[config.mk]
export PLATFORM = sky130hd
export DESIGN_NAME = cfgseq_target
export DESIGN_NICKNAME = d
export VERILOG_FILES = /design/src/rtl/cfgseq_pkg.sv /design/src/rtl/cfgseq_sync.sv /design/src/rtl/cfgseq_req_filter.sv /design/src/rtl/cfgseq_ctrl.sv /design/src/rtl/cfgseq_target.sv
export SDC_FILE = /design/constraint.sdc
export NUM_CORES = 1
export LEC_CHECK = 0
export BUFFER_PORTS_ARGS = -buffer_cell sky130_fd_sc_hd__buf_2
export CAP_MARGIN = 30
export CORE_ASPECT_RATIO = 1.4
export CORE_MARGIN = 2
export CORE_UTILIZATION = 55
export CTS_CLUSTER_DIAMETER = 60
export DETAILED_ROUTE_END_ITERATION = 16
export GPL_ROUTABILITY_DRIVEN = 0
export HOLD_SLACK_MARGIN = 0.08
export PLACE_DENSITY = 0.79
export SETUP_SLACK_MARGIN = 0.5
export SYNTH_ARGS = -nofsm -noshare
export SYNTH_HDL_FRONTEND = slang
export SYNTH_HIERARCHICAL = 1
export SYNTH_SLANG_ARGS = --single-unit
[constraint.sdc]
create_clock -name clk -period 3.9 [get_ports clk]
set_clock_uncertainty 0.15 [all_clocks]
set_input_delay 0.195 -clock clk [delete_from_list [all_inputs] [get_ports clk]]
set_output_delay 0.195 -clock clk [all_outputs]
set_load 0.02 [all_outputs]
[src/rtl/cfgseq_pkg.sv]
package cfgseq_pkg;

   typedef enum logic [2:0] {
      ST_RESET  = 3'd0,
      ST_LOAD   = 3'd1,
      ST_SETTLE = 3'd2,
      ST_INIT   = 3'd3,
      ST_USER   = 3'd4,
      ST_FAULT  = 3'd5
   } seq_state_t;

   localparam logic [1:0] MODE_PASSIVE = 2'b10;

endpackage

[src/rtl/cfgseq_sync.sv]
module cfgseq_sync #(
   parameter int               WIDTH   = 1,
   parameter int               STAGES  = 2,
   parameter logic [WIDTH-1:0] RST_VAL = '0
) (
   input  logic             clk,
   input  logic             rst_n,
   input  logic [WIDTH-1:0] d,
   output logic [WIDTH-1:0] q
);

   if (STAGES < 2) begin : g_bad_stages
      $error("cfgseq_sync: STAGES must be at least 2");
   end

   logic [WIDTH-1:0] pipe [STAGES];

   always_ff @(posedge clk or negedge rst_n) begin
      if (!rst_n) begin
         for (int s = 0; s < STAGES; s++) pipe[s] <= RST_VAL;
      end else begin
         pipe[0] <= d;
         for (int s = 1; s < STAGES; s++) pipe[s] <= pipe[s-1];
      end
   end

   assign q = pipe[STAGES-1];

endmodule

[src/rtl/cfgseq_req_filter.sv]
module cfgseq_req_filter #(
   parameter int unsigned MIN_CYC = 100
) (
   input  logic clk,
   input  logic rst_n,
   input  logic req_n_s,
   output logic fire
);

   localparam int LW = $clog2(MIN_CYC + 1);

   if (MIN_CYC < 1) begin : g_bad_min
      $error("cfgseq_req_filter: MIN_CYC must be at least 1");
   end

   logic [LW-1:0] low_cnt;

   always_ff @(posedge clk or negedge rst_n) begin
      if (!rst_n)                       low_cnt <= '0;
      else if (req_n_s)                 low_cnt <= '0;
      else if (low_cnt != LW'(MIN_CYC)) low_cnt <= low_cnt + 1'b1;
   end

   assign fire = !req_n_s && (low_cnt == LW'(MIN_CYC - 1));

endmodule

[src/rtl/cfgseq_ctrl.sv]
module cfgseq_ctrl
   import cfgseq_pkg::*;
#(
   parameter int unsigned IMG_BITS = 64,
   parameter int unsigned INIT_CYC = 299,
   parameter int          TAIL_W   = 8
) (
   input  logic              clk,
   input  logic              rst_n,
   input  logic              req_fire,
   input  logic              req_n_s,
   input  logic              chip_en_n,
   input  logic [1:0]        mode_sel,
   input  logic              ser_rise,
   input  logic              ser_bit,
   input  logic              img_err,
   input  logic              stat_in,
   input  logic              done_in,
   input  logic              init_tick,
   output seq_state_t        state,
   output logic [TAIL_W-1:0] tail
);

   localparam int BW = $clog2(IMG_BITS + 1);
   localparam int IW = $clog2(INIT_CYC + 1);

   logic [BW-1:0] bit_cnt;
   logic [IW-1:0] init_cnt;

   always_ff @(posedge clk or negedge rst_n) begin
      if (!rst_n) begin
         state    <= ST_RESET;
         bit_cnt  <= '0;
         init_cnt <= '0;
         tail     <= '0;
      end else if (req_fire) begin
         state <= ST_RESET;
      end else begin
         unique case (state)
            ST_RESET: begin
               bit_cnt  <= '0;
               init_cnt <= '0;
               tail     <= '0;
               if (req_n_s) state <= ST_LOAD;
            end
            ST_LOAD: begin
               if (mode_sel != MODE_PASSIVE || img_err || !stat_in) begin
                  state <= ST_FAULT;
               end else if (!chip_en_n && ser_rise) begin
                  tail    <= TAIL_W'({tail, ser_bit});
                  bit_cnt <= bit_cnt + 1'b1;
                  if (bit_cnt == BW'(IMG_BITS - 1)) state <= ST_SETTLE;
               end
            end
            ST_SETTLE: begin
               if (!stat_in)     state <= ST_FAULT;
               else if (done_in) state <= ST_INIT;
            end
            ST_INIT: begin
               if (!stat_in) begin
                  state <= ST_FAULT;
               end else if (init_tick) begin
                  if (init_cnt == IW'(INIT_CYC - 1)) state <= ST_USER;
                  else                               init_cnt <= init_cnt + 1'b1;
               end
            end
            ST_USER:  state <= ST_USER;
            default:  state <= ST_FAULT;
         endcase
      end
   end

endmodule

[src/rtl/cfgseq_target.sv]
module cfgseq_target
   import cfgseq_pkg::*;
#(
   parameter int unsigned CLK_HZ      = 50_000_000,
   parameter int unsigned REQ_MIN_NS  = 2000,
   parameter int unsigned IMG_BITS    = 64,
   parameter int unsigned INIT_CYC    = 299,
   parameter int          TAIL_W      = 8,
   parameter int          USER_W      = 8,
   parameter int          SYNC_STAGES = 2
) (
   input  logic              clk,
   input  logic              rst_n,
   input  logic              cfg_req_n,
   input  logic              chip_en_n,
   input  logic [1:0]        mode_sel,
   input  logic              ser_clk,
   input  logic              ser_data,
   input  logic              img_err,
   input  logic              use_uclk,
   input  logic              uclk,
   input  logic              stat_in,
   input  logic              done_in,
   input  logic              gout_en_n,
   input  logic              gclr_n,
   input  logic [USER_W-1:0] user_d,
   output logic              stat_drv_lo,
   output logic              done_drv_lo,
   output logic              chain_en_n,
   output logic              init_done,
   output logic [TAIL_W-1:0] image_tail,
   output logic [USER_W-1:0] user_oe,
   output logic [USER_W-1:0] user_q
);

   localparam longint unsigned REQ_PROD = longint'(CLK_HZ) * longint'(REQ_MIN_NS);
   localparam int unsigned     MIN_CYC  =
      int'((REQ_PROD + 64'd999_999_999) / 64'd1_000_000_000);

   if (IMG_BITS < 1) begin : g_bad_img
      $error("cfgseq_target: IMG_BITS must be at least 1");
   end
   if (INIT_CYC < 1) begin : g_bad_init
      $error("cfgseq_target: INIT_CYC must be at least 1");
   end
   if (TAIL_W < 1 || USER_W < 1) begin : g_bad_width
      $error("cfgseq_target: TAIL_W and USER_W must be at least 1");
   end

   // synchronised copies: {uclk, ser_data, ser_clk, cfg_req_n}
   logic [3:0] raw_in, syn_in;
   logic [1:0] edge_prev;
   logic       ser_rise, uclk_rise, init_tick, req_fire, in_user;
   seq_state_t state;

   assign raw_in = {uclk, ser_data, ser_clk, cfg_req_n};

   cfgseq_sync #(
      .WIDTH   (4),
      .STAGES  (SYNC_STAGES),
      .RST_VAL (4'b0001)
   ) u_sync (
      .clk   (clk),
      .rst_n (rst_n),
      .d     (raw_in),
      .q     (syn_in)
   );

   always_ff @(posedge clk or negedge rst_n) begin
      if (!rst_n) edge_prev <= '0;
      else        edge_prev <= {syn_in[3], syn_in[1]};
   end

   assign ser_rise  = syn_in[1] & ~edge_prev[0];
   assign uclk_rise = syn_in[3] & ~edge_prev[1];
   assign init_tick = use_uclk ? uclk_rise : 1'b1;

   cfgseq_req_filter #(.MIN_CYC(MIN_CYC)) u_filter (
      .clk     (clk),
      .rst_n   (rst_n),
      .req_n_s (syn_in[0]),
      .fire    (req_fire)
   );

   cfgseq_ctrl #(
      .IMG_BITS (IMG_BITS),
      .INIT_CYC (INIT_CYC),
      .TAIL_W   (TAIL_W)
   ) u_ctrl (
      .clk       (clk),
      .rst_n     (rst_n),
      .req_fire  (req_fire),
      .req_n_s   (syn_in[0]),
      .chip_en_n (chip_en_n),
      .mode_sel  (mode_sel),
      .ser_rise  (ser_rise),
      .ser_bit   (syn_in[2]),
      .img_err   (img_err),
      .stat_in   (stat_in),
      .done_in   (done_in),
      .init_tick (init_tick),
      .state     (state),
      .tail      (image_tail)
   );

   assign in_user     = (state == ST_USER);
   assign stat_drv_lo = (state == ST_RESET) || (state == ST_FAULT);
   assign done_drv_lo = (state == ST_RESET) || (state == ST_LOAD) || (state == ST_FAULT);
   assign chain_en_n  = !((state == ST_SETTLE) || (state == ST_INIT) || in_user);
   assign init_done   = in_user;

   for (genvar i = 0; i < USER_W; i++) begin : g_io
      logic q_bit;
      always_ff @(posedge clk or negedge rst_n) begin
         if (!rst_n)                 q_bit <= 1'b0;
         else if (!in_user || !gclr_n) q_bit <= 1'b0;
         else                        q_bit <= user_d[i];
      end
      assign user_q[i]  = q_bit;
      assign user_oe[i] = in_user & gout_en_n;
   end

endmodule

Word level (Yosys, flattened, before mapping)
Cells that the tools add are included.
- $add $sub $neg: 3
- eq/ne operators: 21
- muxes and demuxes: 32
- bitwise gates (word level): 6
- reduce and logical (&&, ||, !) cells: 23
- operators with widths (kind ; number):
    3-bit 2-to-1 mux ; 10
    7-bit 2-to-1 mux ; 4
    9-bit 2-to-1 mux ; 3
    9-bit case mux with 2 select lines ; 1
    8-bit 2-to-1 mux ; 2
    8-bit case mux with 2 select lines ; 1
    3-bit case mux with 5 select lines ; 1
    7-bit by 1-bit adder with 7-bit output, second input constant ; 2
    7-bit case mux with 2 select lines ; 1
    2-bit != test, second input constant ; 5
    9-bit by 1-bit adder with 9-bit output, second input constant ; 1
    9-bit == test, second input constant ; 1
    1-bit 2-to-1 mux ; 9
    1-bit logical OR ; 8
    4-bit by 2-bit != test with 1-bit output, second input constant ; 2
    4-bit != test, second input constant ; 2
    7-bit by 6-bit == test with 1-bit output, second input constant ; 1
    7-bit == test, second input constant ; 1
    7-bit != test, second input constant ; 1
    3-bit by 2-bit == test with 1-bit output, second input constant ; 2
    3-bit == test, second input constant ; 2
    1-bit zero test ; 6
    6-bit AND reduction ; 1
    2-bit nonzero test ; 3
    10 further kinds ; 15
- flip-flop bits (word level): 52
- input bits: 23

Depth between registers and ports, before layout
Gate-level depths: netlist (run 1).
- depth in word-level cells: 7
- mapped depth: 9
- gate-level depth less buffers: 6

Cells and area by module
The synthesis (run 1) kept the hierarchy.
- by module, submodules not included (module ; instances ; cells an instance ; area an instance (um2) ; seq. area each (um2)):
    cfgseq_ctrl ; 1 ; 149 ; 1478.9 ; 675.6
    cfgseq_target ; 1 ; 45 ; 493.0 ; 250.2
    cfgseq_req_filter ; 1 ; 41 ; 396.6 ; 175.2
    cfgseq_sync ; 1 ; 12 ; 232.7 ; 202.7

Worst setup path before layout (run 1)
No wires, ideal clock.
- path kind: register to register
- start: register u_sync.pipe, in the netlist u_sync/q[0]
- end: register u_ctrl.init_cnt[8]
- library setup time: 78 ps
- arrival time: 2530 ps
- required time: 3672 ps
- slack: 1142 ps
- cell stages (with the launch flop): 10
- path buffers: 3
- clock period less this slack: 2758 ps
- cell sequence: dfstp_2 -> buf_4 -> clkbuf_1 -> nor2_1 -> and3_2 -> or3b_4 -> a211o_1 -> buf_6 -> or4_1 -> a21oi_1
- word-level cells in the longest chain between the ends: 4
- ends and longest elaborated chain (item ; RTL line ; text):
    start, declared ; cfgseq_sync.sv:16 ; logic [WIDTH-1:0] pipe [STAGES];
    1-bit zero test ; cfgseq_req_filter.sv:24 ; assign fire = !req_n_s && (low_cnt == LW'(MIN_CYC - 1));
    1-bit logical AND ; cfgseq_req_filter.sv:24 ;
    net req_fire ; cfgseq_target.sv:53 ; logic ser_rise, uclk_rise, init_tick, req_fire, in_user;
    1-bit inverter (no line) ; n/a ;
    5-bit AND reduction (no line) ; n/a ;
    end signal, assigned ; cfgseq_ctrl.sv:64 ; else init_cnt <= init_cnt + 1'b1;
    end, declared ; cfgseq_ctrl.sv:28 ; logic [IW-1:0] init_cnt;
The timed path passes the listed nets, and every way through them passes these cells.
A chain may end at the register's enable or synchronous reset.

Worst setup path after layout (run 1)
Same ends and word-level chain as after synthesis.

==> impl_summary.log, run 1 <==
INFO  metric run_status = completed
INFO  metric ys_warnings = 6
INFO  metric distinct_cells_synth = 53
INFO  metric setup_total_negative_slack = 0 ns
INFO  metric avgRoutedWirePerCell = about 13 microns
INFO  metric gr_util_all_layers = between 10% and 20%
INFO  metric drt_iter0_markers = around 110
INFO  metric post_synthesis_sequential_area_ratio = roughly 50%
INFO  metric timing.max_cap.violations = 0
INFO  metric min_delay_path_depth = 4
INFO  metric clk_transition_reported_paths = 0.09 ns
INFO  metric pwr_density_cell = 336.9 mW/mm^2
INFO  metric tritonroute_pass_1_iters = 5
INFO  metric start_util = between 50% and 60%
INFO  metric synth-main-ff-cell = dfrtp_1
INFO  metric worst_hold_check_path_type = primary input to flop
INFO  metric grt_first_pass_wirelength = 7852 microns
INFO  metric grt_pass1_vias = ~1900
INFO  metric timing.slew.headroom = 58.68%
INFO  metric crit_path_start = u_sync/q[0]
INFO  metric netlist_instances = roughly 250
INFO  metric async_flop_share = 100.0%
INFO  metric cts_resized = 0
INFO  metric holdWs = approximately 0.17 ns
INFO  metric synth_fp_nets = about 280
INFO  metric worst_ir_drop_vdd = approximately 0.20 mV
INFO  metric unrepaired_setup_endpoints_after_global_routing = false
INFO  metric timing.critical_path.buf_inv = 0
INFO  metric worst_path_required = slightly below 4 ns
INFO  metric cp.arrival = around 2.7 ns
INFO  metric launching_element_type_of_the_critical_path = flop
INFO  metric count_of_cells_along_the_worst_register_to_register_path = 6
INFO  metric finalSetupViolCount = 0
INFO  metric std_cell_rows = 29
INFO  metric die_width = between 60 and 70 microns
INFO  metric die_area = about 0.0053 sq mm
INFO  metric drc_errors = 0
INFO  metric die-height = 85.37 microns
INFO  metric tritoncts_clock_tree = built
INFO  metric drt.antenna.violating_nets = 0
INFO  metric layout-drive-gt1-share = 24.32%
INFO  metric worst-slew-pin-transition = approximately 0.62 ns
INFO  metric portBuffers = 50
INFO  metric fin_crit = about 2.6 ns
INFO  metric synth_seq_cells = between 50 and 60
INFO  metric placed_cell_area = between 0.002 and 0.003 sq mm
INFO  metric end_kind = flop
INFO  metric postSynthAreaPerCell = ~11 sq um
INFO  metric synthesis.area = roughly 0.0026 sq mm
INFO  metric setup_slack = 1.276 ns
INFO  metric number_of_antenna_violations_at_the_first_check_in_global_routing = 0
INFO  metric syn_to_final_growth = 14.91%
INFO  metric cts.root.buffer_cell = clkbuf_8
INFO  metric num_antenna_cells = 0
INFO  metric dpl_worst_slack = between 1 and 1.5 ns
INFO  metric cpPeakStageDelay = 0.64 ns
INFO  metric dr_total_vias = between 1500 and 2000
INFO  metric cts-root-to-sink-buffers = 2
INFO  metric routed_wirelength = 4676 microns
INFO  metric final_min_period_over_clock_period = around two thirds
INFO  metric clock.fmax = approximately 0.38 GHz
INFO  metric critPathMaxFanout = 12
INFO  metric critPathKind = flop to flop
INFO  metric worstSkewPairLatency = approximately 0.30 ns
INFO  metric slew_viol_final = 0
INFO  metric grt_overflow_total = 0
INFO  metric detail_route.vias_per_cell = around 5.5
INFO  metric worst_r2r_startpoint = u_sync/q[0]
INFO  metric maximum_number_of_pins_on_one_net_before_global_route_repair = between 50 and 60
INFO  metric cts_sinks = 52
INFO  metric synth_edf_count = 0
INFO  metric layout.cells.most_common_list = dfrtp_1 (50), buf_2 (50), a21oi_1 (14), dlygate4sd3_1 (13)
INFO  metric cp_cell_sequence = nor2_1, and3_2, or3b_4, a211o_1, or4_1, a21oi_1
INFO  metric critPathSlowestCell = dfstp_2
INFO  metric critical_path_cell_count = 6
INFO  metric floorplan.io_pins = 51
INFO  metric critical-path-top-delay-family = simple AND/OR/NAND/NOR gates
INFO  metric numCtsBuffers = 5
INFO  metric design_area = roughly 0.003 sq mm
INFO  metric ctsHtreeMaxLevel = 2
INFO  metric detailed_place_hpwl = about 3200 microns
INFO  metric report.final.hold_viol_count = 0
INFO  metric power = between 1 and 1.5 mW
INFO  metric leakage = 1.445 nW
INFO  metric min-delay-start = done_in
INFO  metric post_cts_setup_buffers = 0
INFO  metric core_area = 0.004536 sq mm
INFO  metric post_layout_nets = between 300 and 400
==> tightest hold or removal path, stage by stage <==
cell and delay, ns:
buf_2 0.09, a21boi_0 0.08, nand3b_1 0.13, o31ai_1 0.08
==> stage by stage <==
stage / instances / utilization, %
after floorplan: 247 / -
after global placement: 333 / 60.66
after detailed placement: 333 / 60.66
after CTS: 354 / 65.90
after global routing: 354 / 65.90
final: 354 / 65.90
==> kinds of logic after synthesis <==
| group | Yosys count | share of synthesized area [%] |
|---|---|---|
| simple gates | 88 | 20.92 |
| compound gates | 56 | 14.67 |
| flops | 52 | 50.12 |
| buf+inv | 39 | 8.995 |
| mux | 5 | 2.212 |
| fa+ha+maj | 5 | 2.405 |
| xor+xnor | 2 | 0.6735 |
==> synthesized netlist by cell type (2+ instances only) <==
cell | n | area share [%]
nor4bb_1 | 2 | 0.77
nand3_1 | 12 | 2.3
dfrtp_1 | 50 | 48
nand2b_1 | 7 | 1.7
a31oi_1 | 5 | 1.2
a21oi_1 | 14 | 2.7
mux2_2 | 2 | 0.87
or4_1 | 2 | 0.58
buf_4 | 19 | 5.5
nand3b_1 | 2 | 0.58
inv_1 | 11 | 1.6
nand2_1 | 12 | 1.7
o21ai_0 | 9 | 1.7
dfstp_2 | 2 | 2.0
o311ai_0 | 2 | 0.67
a21boi_0 | 2 | 0.58
o211a_1 | 2 | 0.77
buf_6 | 2 | 0.87
clkbuf_1 | 5 | 0.72
mux2i_1 | 2 | 0.77
or3_1 | 7 | 1.7
nand4_1 | 5 | 1.2
a22o_1 | 9 | 3.0
nor3b_1 | 2 | 0.58
ha_1 | 5 | 2.4
and2_1 | 9 | 2.2
o21a_1 | 2 | 0.58
o31ai_1 | 4 | 1.2
xor2_1 | 2 | 0.67
and3_1 | 5 | 1.2
nor2_1 | 9 | 1.3
nor4_1 | 3 | 0.72
==> state kept, by name, summed over array words and instances (netlist names), 3 cells and up <==
register          flops
g_io.q_bit            8
u_ctrl/bit_cnt        7
u_ctrl/init_cnt       9
u_ctrl/state          3
u_ctrl/tail           8
u_filter/low_cnt      7
u_sync/pipe           4
u_sync/q              4
==> metal layers <==
layer / track usage [%] / up-vias / part of all wire, %
met5: 0 / - / 0
met2: 33.00 / 49 / 52
met4: 9.697 / 0 / 2.0
met3: 4.111 / 8 / 3.7
met1: 20.78 / 927 / 42
li1: - / 961 / -
==> power breakdown <==
part	internal, mW	switching (mW)	leakage, nW	total [mW]
Sequential	0.551	0.0116	0.688	0.563
Clock	0.190	0.160	0.0552	0.350
Combinational	0.0408	0.0530	0.702	0.0937
==> cell type report <==
class                           count  area, sq um
Sequential cell                    52         1304
Fill cell                         355         1546
Clock inverter                      2        35.03
Multi-Input combinational cell    156         1064
Tap cell                           62        77.57
Clock buffer                        6        72.57
Timing Repair Buffer               65        395.4
Inverter                           11        41.29
==> path summary, 6_finish.rpt <==
path | to | slack, ns
setup / recovery | u_ctrl/init_cnt[8] | 1.28
hold / removal | u_ctrl/state[1] | 0.17
setup reg to reg | u_ctrl/init_cnt[8] | 1.28
hold reg to reg | u_sync/q[3] | 0.20
max in group asynchronous | u_filter/low_cnt[2] | 2.80
min in group asynchronous | g_io[7].q_bit | 0.37
==> what timing repair did <==
item / in CTS / in global routing
endpoints found under the setup margin: 0 / 0
hold buffers: 13 / 0
endpoints found under the hold margin: 62 / 0
(Power assumes the default switching activity.)
==> inputs of run 2 (changes only) <==
- clock period: 3.9 -> 2.72 ns (I/O delays scaled with it)
==> run 2 against run 1 <==
Combinational power grew 53%. Largest cell class unchanged. Maximum frequency grew 17%. Die area is the same. Core utilization grew 2.3 points. Sequential power grew 43%. Hold slack lost 0.075 ns. Via count grew 3.9%. Clock-buffer cell count is the same. Cell count grew 2.5%. Power grew 37%. Largest power group unchanged. Sequential share of layout area shrank 1.5 points.
==> impl_summary.log, run 2 (synthesis results as in run 1) <==
INFO  metric num-fill-cells = roughly 330
INFO  metric worst_path_required = around 2.8 ns
INFO  metric avgRoutedWirePerCell = approximately 13 microns
INFO  metric grt_pass1_vias = 1923
INFO  metric tritonroute_pass_1_iters = 4
INFO  metric grt_first_pass_wirelength = around 8400 microns
INFO  metric maximum_number_of_pins_on_one_net_before_global_route_repair = 32
INFO  metric post_layout_nets = ~330
INFO  metric register_bank_with_the_most_flops = u_ctrl/init_cnt
INFO  metric ctsHtreeMaxLevel = 2
INFO  metric core_area = 0.004536 sq mm
INFO  metric setup_slack = 0.4846 ns
INFO  metric worst_ir_drop_vdd = about 0.33 mV
INFO  metric detail_route.vias_per_cell = 5.565
INFO  metric timing.slew.headroom = a little over half
INFO  metric layout-drive-gt1-share = between 20% and 30%
INFO  metric clk_transition_reported_paths = 0.09 ns
INFO  metric drt.antenna.violating_nets = 0
INFO  metric pwr_density_cell = between 400 and 500 mW/mm^2
INFO  metric drt_iter0_markers = 83
INFO  metric syn_to_final_growth = 18.90%
INFO  metric finalSetupViolCount = 0
INFO  metric leakage = 1.476 nW
INFO  metric grt_overflow_total = 0
INFO  metric end_kind = flop
INFO  metric portBuffers = 50
INFO  metric cp.arrival = between 2 and 2.5 ns
INFO  metric largest_registers = u_ctrl/init_cnt x9, g_io.q_bit x8, u_ctrl/tail x8
INFO  metric cts_sinks = 52
INFO  metric final_min_period_over_clock_period = between 80% and 90%
INFO  metric tritoncts_clock_tree = built
INFO  metric flip_flop_count_of_the_largest_register_after_layout = 9
INFO  metric num_antenna_cells = 0
INFO  metric worst-slew-pin-transition = slightly below 0.7 ns
INFO  metric detailed_place_hpwl = 3262 microns
INFO  metric worst_hold_check_path_type = primary input to flop
INFO  metric std_cell_rows = 29
INFO  metric die-height = ~85 microns
INFO  metric launching_element_type_of_the_critical_path = flop
INFO  metric report.final.hold_viol_count = 0
INFO  metric cts.root.buffer_cell = clkbuf_8
INFO  metric dpl_worst_slack = around 0.31 ns
INFO  metric timing.max_cap.violations = 0
INFO  metric design_area = 0.003093 sq mm
INFO  metric layout.cells.most_common_list = dfrtp_1 (50), buf_2 (50), a21oi_1 (13), dlygate4sd3_1 (13), nand3_1 (12)
INFO  metric routed_wirelength = 4894 microns
INFO  metric placed_cell_area = roughly 0.0028 sq mm
INFO  metric numCtsBuffers = 5
INFO  metric number_of_antenna_violations_at_the_first_check_in_global_routing = 0
INFO  metric dr_total_vias = about 2000
INFO  metric gr_util_all_layers = between 10% and 20%
INFO  metric run_status = completed
INFO  metric worstSkewPairLatency = 0.31 ns
INFO  metric slew_viol_final = 0
INFO  metric clock.fmax = 0.4473 GHz
INFO  metric fin_crit = about 2.2 ns
INFO  metric setup_total_negative_slack = 0 ns
INFO  metric drc_errors = 0
INFO  metric unrepaired_setup_endpoints_after_global_routing = true
INFO  metric critPathKind = flop to flop
INFO  metric die_width = just over 60 microns
INFO  metric critPathMaxFanout = 5
INFO  metric floorplan.io_pins = 51
INFO  metric start_util = 57.35%
INFO  metric die_area = approximately 0.0053 sq mm
INFO  metric cts-root-to-sink-buffers = 2
==> run 2: worst paths after layout <==
| check | from | to | slack [ns] | cells past startpoint |
|---|---|---|---|---|
| hold reg to reg | u_sync/pipe[7] | u_sync/q[3] | 0.21 | 0 |
| setup / recovery | u_sync/q[0] | u_ctrl/init_cnt[8] | 0.48 | 6 |
| min in group asynchronous | rst_n | u_sync/q[2] | 0.15 | 2 |
| hold / removal | done_in | u_ctrl/state[0] | 0.09 | 4 |
| max in group asynchronous | rst_n | u_sync/pipe[4] | 1.46 | 3 |
| setup reg to reg | u_sync/q[0] | u_ctrl/init_cnt[8] | 0.48 | 6 |
==> run 2: cell type report <==
type | count | area, sq um | share of cell area (%)
well taps | 62 | 77.57 | 2.508
repair buffers | 74 | 475.5 | 15.37
inverters | 11 | 41.29 | 1.335
flip-flops and latches | 52 | 1304 | 42.15
clock inverters | 2 | 16.27 | 0.5259
clock buffers | 6 | 72.57 | 2.346
multi-input cells | 156 | 1106 | 35.76
==> run 2: per-layer routing <==
layer / GRT usage [%] / wire length, microns / share of wire [%]
met1: 22.44 / 2084 / 43
met2: 34.98 / 2397 / 49
met3: 5.040 / 240 / 4.9
met4: 9.495 / 172 / 3.5
met5: 0 / 0 / 0
==> run 2: what timing repair did <==
item,CTS,global route
gates resized for setup,3,4
endpoints found under the setup margin,8,10
hold buffers,13,0
buffers inserted,7,2
hold endpoints to repair,33,0
pin swaps,3,2
==> run 2: per-stage QoR <==
step / power (mW) / std cells / utilization [%] / hold slack (ns)
after floorplan: 0.9069 / 247 / - / -0.3096
after global placement: 0.9407 / 333 / 60.88 / -0.04426
after detailed placement: 0.9437 / 333 / 60.88 / -0.03191
after CTS: 1.391 / 361 / 67.26 / 0.09004
after global routing: 1.453 / 363 / 68.19 / 0.1104
final: 1.381 / 363 / 68.19 / 0.09056
==> run 2: worst max-delay path: stages, from the launching register on <==
cell and delay [ns]:
dfstp_2 0.55, nor2_1 0.04, and3_4 0.19, or3b_4 0.40, a211o_4 0.30, or4_4 0.42
a21oi_2 0.12
==> run 2: report_power, final <==
part / switching, mW / leakage [nW] / total, mW / internal (mW)
logic: 0.0798 / 0.747 / 0.143 / 0.0627
clock network: 0.250 / 0.0414 / 0.434 / 0.183
registers: 0.0138 / 0.688 / 0.804 / 0.791
